$ cat config.mk
export PLATFORM = sky130hd
export DESIGN_NAME = prv_window_dec
export DESIGN_NICKNAME = d
export VERILOG_FILES = /design/src/rtl/prv_pkg.sv /design/src/rtl/prv_addr_decode.sv /design/src/rtl/prv_scu_regs.sv /design/src/rtl/prv_resp_reg.sv /design/src/rtl/prv_window_dec.sv
export SDC_FILE = /design/constraint.sdc
export NUM_CORES = 1
export LEC_CHECK = 0
export ABC_CLOCK_PERIOD_IN_PS = 9700
export BUFFER_PORTS_ARGS = -buffer_cell sky130_fd_sc_hd__buf_4
export CAP_MARGIN = 20
export CORE_AREA = 3 3 220 222
export CTS_BUF_LIST = sky130_fd_sc_hd__clkbuf_4
export DETAILED_ROUTE_END_ITERATION = 12
export DIE_AREA = 0 0 223 225
export PLACE_DENSITY = 0.35
export SYNTH_ARGS = -nofsm -noshare
export SYNTH_HDL_FRONTEND = slang
export SYNTH_SLANG_ARGS = --single-unit
$ cat constraint.sdc
create_clock -name clk -period 9.7 [get_ports clk]
set_input_delay 0.97 -clock clk [delete_from_list [all_inputs] [get_ports clk]]
set_output_delay 0.97 -clock clk [all_outputs]
set_load 0.01 [all_outputs]
$ cat src/rtl/prv_pkg.sv
package prv_pkg;
   localparam int ADDR_W = 13;
   localparam int ID_W   = 2;
   localparam int MAX_CPU = 4;

   typedef enum logic [2:0] {
      TGT_NONE,
      TGT_SCU,
      TGT_CIF,
      TGT_TMR,
      TGT_WDG,
      TGT_DIST
   } tgt_e;

   typedef struct packed {
      tgt_e             tgt;
      logic [ID_W-1:0]  cpu;
      logic [11:0]      off;
      logic             err;
   } dec_t;
endpackage

$ cat src/rtl/prv_addr_decode.sv
module prv_addr_decode
   import prv_pkg::*;
#(
   parameter int NCPU = 4
) (
   input  logic [ADDR_W-1:0] addr,
   input  logic [ID_W-1:0]   cpu_id,
   output dec_t              dec
);
   localparam logic [3:0] CIF_LAST  = 4'(NCPU + 1);
   localparam logic [3:0] TW_FIRST  = 4'd6;
   localparam logic [3:0] TW_LAST   = 4'(6 + NCPU);
   localparam logic [2:0] NCPU_W    = 3'(NCPU);

   logic [3:0] page;
   logic [3:0] slot;
   logic       per_cpu;

   assign page = addr[11:8];

   always_comb begin
      dec.tgt = TGT_NONE;
      dec.cpu = '0;
      dec.off = {4'b0, addr[7:0]};
      dec.err = 1'b0;
      slot    = '0;
      per_cpu = 1'b0;
      if (addr[12]) begin
         dec.tgt = TGT_DIST;
         dec.off = addr[11:0];
      end else if (page == 4'd0) begin
         dec.tgt = TGT_SCU;
      end else if (page <= CIF_LAST) begin
         dec.tgt = TGT_CIF;
         slot    = page - 4'd1;
         per_cpu = 1'b1;
      end else if (page >= TW_FIRST && page <= TW_LAST) begin
         slot    = page - TW_FIRST;
         per_cpu = 1'b1;
         dec.off = {7'b0, addr[4:0]};
         if (addr[7:5] == 3'd0)      dec.tgt = TGT_TMR;
         else if (addr[7:5] == 3'd1) dec.tgt = TGT_WDG;
         else                        dec.err = 1'b1;
      end else begin
         dec.err = 1'b1;
      end

      if (per_cpu) begin
         if (slot == 4'd0) begin
            if ({1'b0, cpu_id} < NCPU_W) dec.cpu = cpu_id;
            else                         dec.err = 1'b1;
         end else begin
            dec.cpu = 2'(slot - 4'd1);
         end
      end

      if (dec.err) dec.tgt = TGT_NONE;
   end
endmodule

$ cat src/rtl/prv_scu_regs.sv
module prv_scu_regs #(
   parameter int NCPU = 4,
   parameter int DW   = 32
) (
   input  logic          clk,
   input  logic          rst_n,
   input  logic          sel,
   input  logic          wr,
   input  logic [7:0]    off,
   input  logic          wbit,
   output logic [DW-1:0] rdata,
   output logic          bad
);
   localparam logic [DW-1:0] CFG_VAL =
      DW'((((1 << NCPU) - 1) << 4) | (NCPU - 1));

   logic ctrl_q;

   always_ff @(posedge clk) begin
      if (!rst_n)                          ctrl_q <= 1'b0;
      else if (sel && wr && off == 8'h00)  ctrl_q <= wbit;
   end

   always_comb begin
      rdata = '0;
      bad   = 1'b0;
      case (off)
         8'h00: rdata = {{(DW-1){1'b0}}, ctrl_q};
         8'h04: begin rdata = CFG_VAL; bad = wr; end
         8'h08: bad = wr;
         8'h0C: ;
         default: bad = 1'b1;
      endcase
   end
endmodule

$ cat src/rtl/prv_resp_reg.sv
module prv_resp_reg #(
   parameter int DW = 32
) (
   input  logic          clk,
   input  logic          rst_n,
   input  logic          rd,
   input  logic          fault,
   input  logic [DW-1:0] din,
   output logic [DW-1:0] rdata,
   output logic          derr
);
   always_ff @(posedge clk) begin
      if (!rst_n) begin
         rdata <= '0;
         derr  <= 1'b0;
      end else begin
         rdata <= (rd && !fault) ? din : '0;
         derr  <= fault;
      end
   end
endmodule

$ cat src/rtl/prv_window_dec.sv
module prv_window_dec
   import prv_pkg::*;
#(
   parameter int NCPU = 4,
   parameter int DW   = 32
) (
   input  logic                 clk,
   input  logic                 rst_n,
   input  logic [ADDR_W-1:0]    bus_addr,
   input  logic                 bus_rd,
   input  logic                 bus_wr,
   input  logic [DW-1:0]        bus_wdata,
   input  logic [ID_W-1:0]      bus_cpu_id,
   output logic [DW-1:0]        bus_rdata,
   output logic                 bus_derr,
   output logic                 tgt_wr,
   output logic [DW-1:0]        tgt_wdata,
   output logic [NCPU-1:0]      cif_sel,
   output logic [7:0]           cif_off,
   input  logic [NCPU*DW-1:0]   cif_rdata,
   output logic [NCPU-1:0]      tmr_sel,
   output logic [NCPU-1:0]      wdg_sel,
   output logic [4:0]           tw_off,
   input  logic [NCPU*DW-1:0]   tmr_rdata,
   input  logic [NCPU*DW-1:0]   wdg_rdata,
   output logic                 dist_sel,
   output logic [11:0]          dist_off,
   input  logic [DW-1:0]        dist_rdata
);
   generate
      if (NCPU < 1 || NCPU > MAX_CPU) begin : g_bad_ncpu
         $error("prv_window_dec: NCPU must be 1..4");
      end
      if (DW < 8) begin : g_bad_dw
         $error("prv_window_dec: DW must be at least 8");
      end
   endgenerate

   dec_t          dec;
   logic          access;
   logic          scu_sel;
   logic          scu_bad;
   logic          fault;
   logic [DW-1:0] scu_rdata;
   logic [DW-1:0] mux_rdata;

   assign access = bus_rd | bus_wr;

   prv_addr_decode #(.NCPU(NCPU)) u_decode (
      .addr   (bus_addr),
      .cpu_id (bus_cpu_id),
      .dec    (dec)
   );

   assign scu_sel = access && dec.tgt == TGT_SCU;

   prv_scu_regs #(.NCPU(NCPU), .DW(DW)) u_scu (
      .clk   (clk),
      .rst_n (rst_n),
      .sel   (scu_sel),
      .wr    (bus_wr),
      .off   (dec.off[7:0]),
      .wbit  (bus_wdata[0]),
      .rdata (scu_rdata),
      .bad   (scu_bad)
   );

   assign fault = access && (dec.err || (scu_sel && scu_bad));

   genvar gi;
   generate
      for (gi = 0; gi < NCPU; gi++) begin : g_sel
         assign cif_sel[gi] = access && dec.tgt == TGT_CIF && dec.cpu == ID_W'(gi);
         assign tmr_sel[gi] = access && dec.tgt == TGT_TMR && dec.cpu == ID_W'(gi);
         assign wdg_sel[gi] = access && dec.tgt == TGT_WDG && dec.cpu == ID_W'(gi);
      end
   endgenerate

   assign dist_sel  = access && dec.tgt == TGT_DIST;
   assign cif_off   = dec.off[7:0];
   assign tw_off    = dec.off[4:0];
   assign dist_off  = dec.off;
   assign tgt_wr    = bus_wr;
   assign tgt_wdata = bus_wdata;

   always_comb begin
      mux_rdata = '0;
      case (dec.tgt)
         TGT_SCU:  mux_rdata = scu_rdata;
         TGT_DIST: mux_rdata = dist_rdata;
         TGT_CIF, TGT_TMR, TGT_WDG: begin
            for (int i = 0; i < NCPU; i++) begin
               if (dec.cpu == ID_W'(i)) begin
                  if (dec.tgt == TGT_CIF)      mux_rdata = cif_rdata[i*DW +: DW];
                  else if (dec.tgt == TGT_TMR) mux_rdata = tmr_rdata[i*DW +: DW];
                  else                         mux_rdata = wdg_rdata[i*DW +: DW];
               end
            end
         end
         default: mux_rdata = '0;
      endcase
   end

   prv_resp_reg #(.DW(DW)) u_resp (
      .clk   (clk),
      .rst_n (rst_n),
      .rd    (bus_rd),
      .fault (fault),
      .din   (mux_rdata),
      .rdata (bus_rdata),
      .derr  (bus_derr)
   );
endmodule

==> impl_metrics.yaml, run 1 <==
status:
  status: "completed"
drt:
  routedWlPerCell_um: 21.3
  num_vias: 8256
  postRouteAntennaNets: 0
  drt_wl_total_um: 41000
  drtIter0Drc: 435
  via_per_inst: 4.29
  drc: 0
  drt_first_pass_iters: 5
pwr:
  internal_power_w: 0.000376
  swShare_pct: 40.6
  ir_worst_vdd_uv: 32.0
  combPwrFrac_pct: 60.9
  pwr-share-clk_pct: 15.6
  p_per_area_nw_per_um2: 66.9
  p_seq_share_pct: 23.5
  power.switching_w: 0.000257
  total_leakage_power_nw: 4.53
timing:
  maxSlewViolCount: 0
  setup_violations: 0
  tightest_slew_ns: 0.915
  skew_ns: 0.00000294
  period_share_pct: 60.9
  clock.fmax_ghz: 0.169
  slew-limit-headroom_pct: 39.0
  rsz0062_at_grt: "false"
  final-hold-violation-count: 0
  tns_ns: 0
  finalCriticalPeriod_ns: 5.90
min_path:
  holdPathStages: 2
  hold_path.class: "reg2reg"
setup_path:
  start_kind: "input port"
  rr_endpoint: "u_resp.rdata[0]"
  reg2reg_depth: 4
  arrival_ns: 4.93
  cp-startpoint: "bus_addr[9]"
  r2r_start: "u_scu.ctrl_q"
  crit_fanout: 17
  critPathCapture: "cif_sel[3]"
  worst-r2r-setup-slack_ns: 8.77
  cp-end-kind: "primary output"
  crit_type: "in2out"
  worstPathRequired_ns: 8.73
synth:
  synthXorXnorAreaFrac_pct: 0.326
  synth.distinct_cells: 51
  yosys_warnings: 0
  synth-compound-area-share_pct: 34.0
  asyncSetResetFlopFracSynth_pct: 0
  seq_area_frac_synth_pct: 12.7
  synthCells: 917
  synth_flop_cell: "dfxtp_1"
  synth_nets: 1391
  ys_seq_elements: 34
  avgSynthCellArea_um2: 5.87
  yosys.area_share.simple_pct: 35.7
  synth_top_family_by_area: "simple AND/OR/NAND/NOR gates"
  synth_edf_count: 0
  muxShareOfSynthArea_pct: 1.70
  synth.cell_area_um2: 5380
  synthAdderAreaFrac_pct: 1.63
final_layout:
  fin_area_um2: 9480
  area_growth_pct: 76.3
  final_layout_size_suffix_gt1_share_pct: 41.7
  nets: 1788
  fillCellCount: 5366
  final_cell_mix: "buf_4, nand2_1, nor2_1, a31oi_1, o211ai_1"
  final_common_cell: "buf_4"
floorplan:
  start_util_pct: 11.6
  core_um2: 46600
  die_y_um: 225
  rows: 79
  ios: 571
  dieArea_um2: 50200
  chipWidth_um: 223
global_routing:
  grt_max_degree: 78
  grt_pass1_wl_um: 56800
  antenna_found_initial: 2
  overflow: 0
  grtUsageTotal_pct: 15.2
  grt_pass1_vias: 8498
cts:
  cts_tree: "done"
  ctsRootBufferMaster: "clkbuf_4"
  htreeDepth: 2
  postCtsResizedCells: 0
  cts_sinks: 34
  ctsHoldBuffers: 0
  cts_setup_buffers: 0
  clk_latency_ns: 0.40
  path_clk_slew_ns: 0.13
  cts.path.max_buffers: 2
  numCtsBuffers: 5
placed_design:
  post-dp-hpwl_um: 32800
  dpl_cell_area_um2: 9400
  io_buffers: 508
  place_congestion: 0.808
flow_run:
  drv_cap: 0
-- critical path, cell delays in order --
cell and delay [ns]:
buf_4 0.12, inv_1 0.12, ha_1 0.26, or3b_4 0.45, or3_1 0.42, and3_1 0.26
o211ai_1 0.11, ha_1 0.18, inv_1 0.04, a41o_1 0.26, a21oi_4 0.27, mux2i_4 0.78
buf_4 0.42, nor3_1 0.08, buf_4 0.18
-- cells in the mapped netlist, types with 2 or more instances --
cell type  number  area share (%)
o22ai_1         5            0.58
a31o_2          4            0.65
clkbuf_1       58             4.0
buf_2          19             1.8
nand2b_1        2            0.23
and2_1          3            0.35
nand3_1        50             4.7
a31o_1          7             1.1
nor2b_1        11             1.3
nor4_1          2            0.23
a221oi_1        6            0.98
o21ai_0         5            0.47
buf_1           5            0.35
nor3b_1         5            0.70
inv_1           7            0.49
and3_1          5            0.58
nand2_1       273              19
dfxtp_1        34              13
a31oi_1        74             8.6
nor3_1         11             1.0
a21o_1         11             1.5
mux2i_1         4            0.74
a211o_1         2            0.33
ha_1            7             1.6
o211a_1         4            0.74
o211ai_1       59             8.2
o221ai_1       23             3.7
a221o_1         5            0.93
a21oi_1        52             4.8
mux2_2          2            0.42
nor2_1         92             6.4
buf_4          51             7.1
-- per-layer routing --
layer	track usage [%]	part of all wire [%]	vias up
li1	-	-	4015
met1	18.4	41	3833
met2	27.3	50	368
met3	4.06	7.6	38
met4	2.77	1.4	2
met5	0	0.032	-
-- final cells by class --
cell class                 count  area (µm²)  area share (%)
multi-input combinational    742        4000            42.2
timing repair buffer         524        3960            41.7
tap                          607         759            8.01
sequential                    34         681            7.18
clock buffer                   6        45.0           0.475
inverter                       7        26.3           0.277
clock inverter                 2        8.76          0.0924
antenna                        1        2.50          0.0264
-- how the worst min path moves through the flow --
stage                      start            to  slack, ns
detailed placement  u_scu.ctrl_q  u_scu.ctrl_q       0.51
floorplan           u_scu.ctrl_q  u_scu.ctrl_q       0.48
global route        u_scu.ctrl_q  u_scu.ctrl_q       0.60
finish              u_scu.ctrl_q  u_scu.ctrl_q       0.54
CTS                 u_scu.ctrl_q  u_scu.ctrl_q       0.54
global placement    u_scu.ctrl_q  u_scu.ctrl_q       0.50
-- stage by stage --
step / cells / worst slack, ns / hold WS [ns] / util, % / total power, W
3_5_place_dp: 1913 / 3.30 / 0.511 / 20.2 / 0.000539
3_3_place_gp: 1912 / 3.39 / 0.505 / 20.2 / 0.000540
2_1_floorplan: 917 / 4.95 / 0.483 / - / 0.000322
5_1_grt: 1923 / 3.54 / 0.598 / 20.4 / 0.000687
4_1_cts: 1921 / 3.29 / 0.542 / 20.3 / 0.000652
6_report: 1923 / 3.80 / 0.539 / 20.4 / 0.000634
-- power groups by stage --
| stage | sequential [W] | clock [W] | combinational [W] |
|---|---|---|---|
| finish | 0.000149 | 0.0000989 | 0.000386 |
| floorplan | 0.000156 | 0 | 0.000166 |
| detailed placement | 0.000152 | 0 | 0.000387 |
| CTS | 0.000149 | 0.000114 | 0.000389 |
| global route | 0.000150 | 0.000116 | 0.000421 |
| global placement | 0.000152 | 0 | 0.000387 |
-- kinds of logic after synthesis --
kind of cell,Yosys count
DFF,34
muxes,8
and+or+nand+nor,461
adders and majority gates,7
xor gates and xnor gates,2
buffers and inverters,141
AOI/OAI and AO/OA,264
-- sequential cells by signal (all words and copies together), names as in the netlist --
| signal | count |
|---|---|
| u_resp.rdata | 32 |
| u_resp.derr | 1 |
| u_scu.ctrl_q | 1 |
Power figures use the tool's default switching activity.
==> run 2, diff against run 1 <==
--- a/config.mk
+++ b/config.mk
@@ -5,14 +5,15 @@
 export SDC_FILE = /design/constraint.sdc
 export NUM_CORES = 1
 export LEC_CHECK = 0
-export ABC_CLOCK_PERIOD_IN_PS = 9700
+export ABC_AREA = 1
+export ABC_CLOCK_PERIOD_IN_PS = 5100
 export BUFFER_PORTS_ARGS = -buffer_cell sky130_fd_sc_hd__buf_4
 export CAP_MARGIN = 20
-export CORE_AREA = 3 3 220 222
+export CORE_AREA = 3 3 219 221
 export CTS_BUF_LIST = sky130_fd_sc_hd__clkbuf_4
 export DETAILED_ROUTE_END_ITERATION = 12
-export DIE_AREA = 0 0 223 225
-export PLACE_DENSITY = 0.35
+export DIE_AREA = 0 0 222 224
+export PLACE_DENSITY = 0.39
 export SYNTH_ARGS = -nofsm -noshare
 export SYNTH_HDL_FRONTEND = slang
 export SYNTH_SLANG_ARGS = --single-unit
==> constraint.sdc (replaced) <==
create_clock -name clk -period 5.1 [get_ports clk]
set_input_delay 0.51 -clock clk [delete_from_list [all_inputs] [get_ports clk]]
set_output_delay 0.51 -clock clk [all_outputs]
set_load 0.01 [all_outputs]
==> impl_metrics.yaml, run 2 <==
status:
  status: "completed"
setup_path:
  critPathTopFamily: "simple AND/OR/NAND/NOR gates"
  cpPeakStageDelay_ns: 0.61
  crit_buf_inv: 7
  cp-end-kind: "primary output"
  cpMaxStageDelayCell: "nor2_8"
  start_kind: "input port"
  crit_path_frequent_cell: "inv_1"
  crit_type: "in2out"
  crit_fanout: 36
  arrival_ns: 3.89
  crit_chain: "buf_4, inv_1, ha_1, inv_1, nand2_1, nand2_4, nand2_8, clkinv_4, nand2_4, nand2_1, inv_1, o211ai_1, ha_1, a21boi_4, nand3_2, nand3_4, nor2_8, inv_1, nor2_1, buf_4"
  worstPathRequired_ns: 4.59
synth:
  synth_flop_cell: "dfxtp_1"
  yosys-top-cells-count: "nand2_1, nand3_1, o21ai_0"
  yosysTopAreaCell: "nand2_1"
  asyncSetResetFlopFracSynth_pct: 0
  synth_area_leaders: "nand2_1, nand3_1, dfxtp_1, buf_4, o21ai_0"
  synth_edf_count: 0
  yosys_warnings: 0
  seq_area_frac_synth_pct: 10.6
  synth.distinct_cells: 38
  yosysMostFrequentCell: "nand2_1"
  avgSynthCellArea_um2: 5.17
  ys_seq_elements: 34
  synth_nets: 1721
  synthDominantCellAreaShare_pct: 34.1
  synthCells: 1247
  synth.cell_area_um2: 6450
global_routing:
  grt_pass1_wl_um: 60800
  overflow: 0
  grt_max_degree: 103
  grtUsageTotal_pct: 16.2
  met2_usage_pct: 31.6
  grt_use_met1_pct: 18.6
  gr-max-usage-layer: "met2"
  antenna_found_initial: 3
  grt_pass1_vias: 9643
  use_met3_pct: 3.08
cts:
  cts_sinks: 34
  numCtsBuffers: 5
  postCtsResizedCells: 0
  cts_setup_buffers: 0
  cts_tree: "done"
  clk_latency_ns: 0.36
  ctsHoldBuffers: 0
  cts.path.max_buffers: 2
  ctsRootBufferMaster: "clkbuf_4"
  htreeDepth: 2
  path_clk_slew_ns: 0.12
final_layout:
  max_flop_register: "u_resp.rdata"
  final_layout_size_suffix_gt1_share_pct: 37.4
  instances_no_fill: 2247
  area_growth_pct: 61.2
  nets: 2111
  reg_top3: "u_resp.rdata x32, u_resp.derr x1, u_scu.ctrl_q x1"
  fillCellCount: 5435
  final_cell_mix: "nand2_1, buf_4, nand3_1, o21ai_0, inv_1"
  final_common_cell: "nand2_1"
  largest_register_ffs: 32
floorplan:
  chipWidth_um: 222
  dieArea_um2: 49700
  rows: 79
  ios: 571
  die_y_um: 224
  core_um2: 46400
  start_util_pct: 13.9
drt:
  drtIter0Drc: 392
  postRouteAntennaNets: 0
  drc: 0
  drt_first_pass_iters: 4
  num_vias: 9223
  drt_wl_total_um: 42800
  routedWlPerCell_um: 19.0
  via_per_inst: 4.10
pwr:
  ir_worst_vdd_uv: 64.5
  total_power_w: 0.00141
  total_leakage_power_nw: 5.61
  p_per_area_nw_per_um2: 136
timing:
  tns_ns: 0
  rsz0062_at_grt: "false"
  clock.fmax_ghz: 0.227
  finalCriticalPeriod_ns: 4.40
  slew-limit-headroom_pct: 51.3
  period_share_pct: 86.3
  final-hold-violation-count: 0
  fin_hold_ws_ns: 0.395
  setup_violations: 0
  maxSlewViolCount: 0
  skew_ns: 0.00721
  tightest_slew_ns: 0.730
placed_design:
  place_congestion: 0.844
  post-dp-hpwl_um: 35900
  io_buffers: 508
  placedCellCount: 2237
min_path:
  hold_path.class: "in2reg"
flow_run:
  drv_cap: 0
## run 2: cell count changes in the layout (fill, tap and decap cells not counted), sizes merged, moves of 18 or more
cell	before	now
o211ai	59	1
nor2	93	28
a31oi	74	2
o221ai	23	0
a21oi	53	71
or2	0	19
inv	7	63
nand2	273	595
nand3	50	204
o21ai	5	67
## run 2: power breakdown
part	internal, W	switching (W)	total [W]
registers	0.000278	0.00000465	0.000283
clock network	0.0000572	0.000106	0.000163
logic	0.000422	0.000547	0.000969
## run 2: final cells by class
type	instances	area, µm²	area share [%]
Timing Repair Buffer	522	3960	38.1
Tap cell	607	759	7.31
Inverter	64	253	2.43
Clock inverter	2	8.76	0.0842
Clock buffer	6	45.0	0.433
Sequential cell	34	681	6.55
Multi-Input combinational cell	1010	4690	45.1
Antenna cell	2	5.00	0.0481
## run 2: worst reg2reg max path, cell delays in order, from the launching register on
cell and delay [ns]:
dfxtp_1 0.32, inv_1 0.06, nor3_1 0.05, nor3b_1 0.60, a21oi_2 0.13
## run 2: routing by layer
layer / share of wire, % / up-vias
met5: 0.021 / -
met4: 1.5 / 2
met3: 5.5 / 36
met2: 53 / 352
met1: 40 / 4132
li1: - / 4701
## run 2: worst paths after layout
check / startpoint / endpoint / slack (ns) / depth (start not counted)
setup / recovery: bus_addr[9] / tmr_sel[1] / 0.70 / 20
hold / removal: rst_n / u_resp.derr / 0.39 / 3
setup reg to reg: u_scu.ctrl_q / u_resp.rdata[0] / 3.81 / 4
hold reg to reg: u_scu.ctrl_q / u_scu.ctrl_q / 0.47 / 2
## run 2: logic make-up (layout without fill, tap and decap cells)
| logic type | count (synthesis) | in the layout | share of synthesized area [%] |
|---|---|---|---|
| other | 0 | 2 | 0 |
| and+or+nand+nor | 858 | 858 | 57.4 |
| DFF | 34 | 34 | 10.6 |
| xor gates and xnor gates | 2 | 2 | 0.272 |
| AOI/OAI and AO/OA | 143 | 143 | 13.4 |
| adders and majority gates | 7 | 7 | 1.36 |
| buffers and inverters | 203 | 594 | 17.0 |
## run 2: stage by stage
| stage | utilization [%] | cell area, µm² | worst slack [ns] |
|---|---|---|---|
| after floorplan | - | 6450 | 1.83 |
| after global placement | 22.3 | 10300 | 0.601 |
| after detailed placement | 22.3 | 10300 | 0.590 |
| after CTS | 22.4 | 10400 | 0.584 |
| after global routing | 22.4 | 10400 | 0.295 |
| final | 22.4 | 10400 | 0.699 |
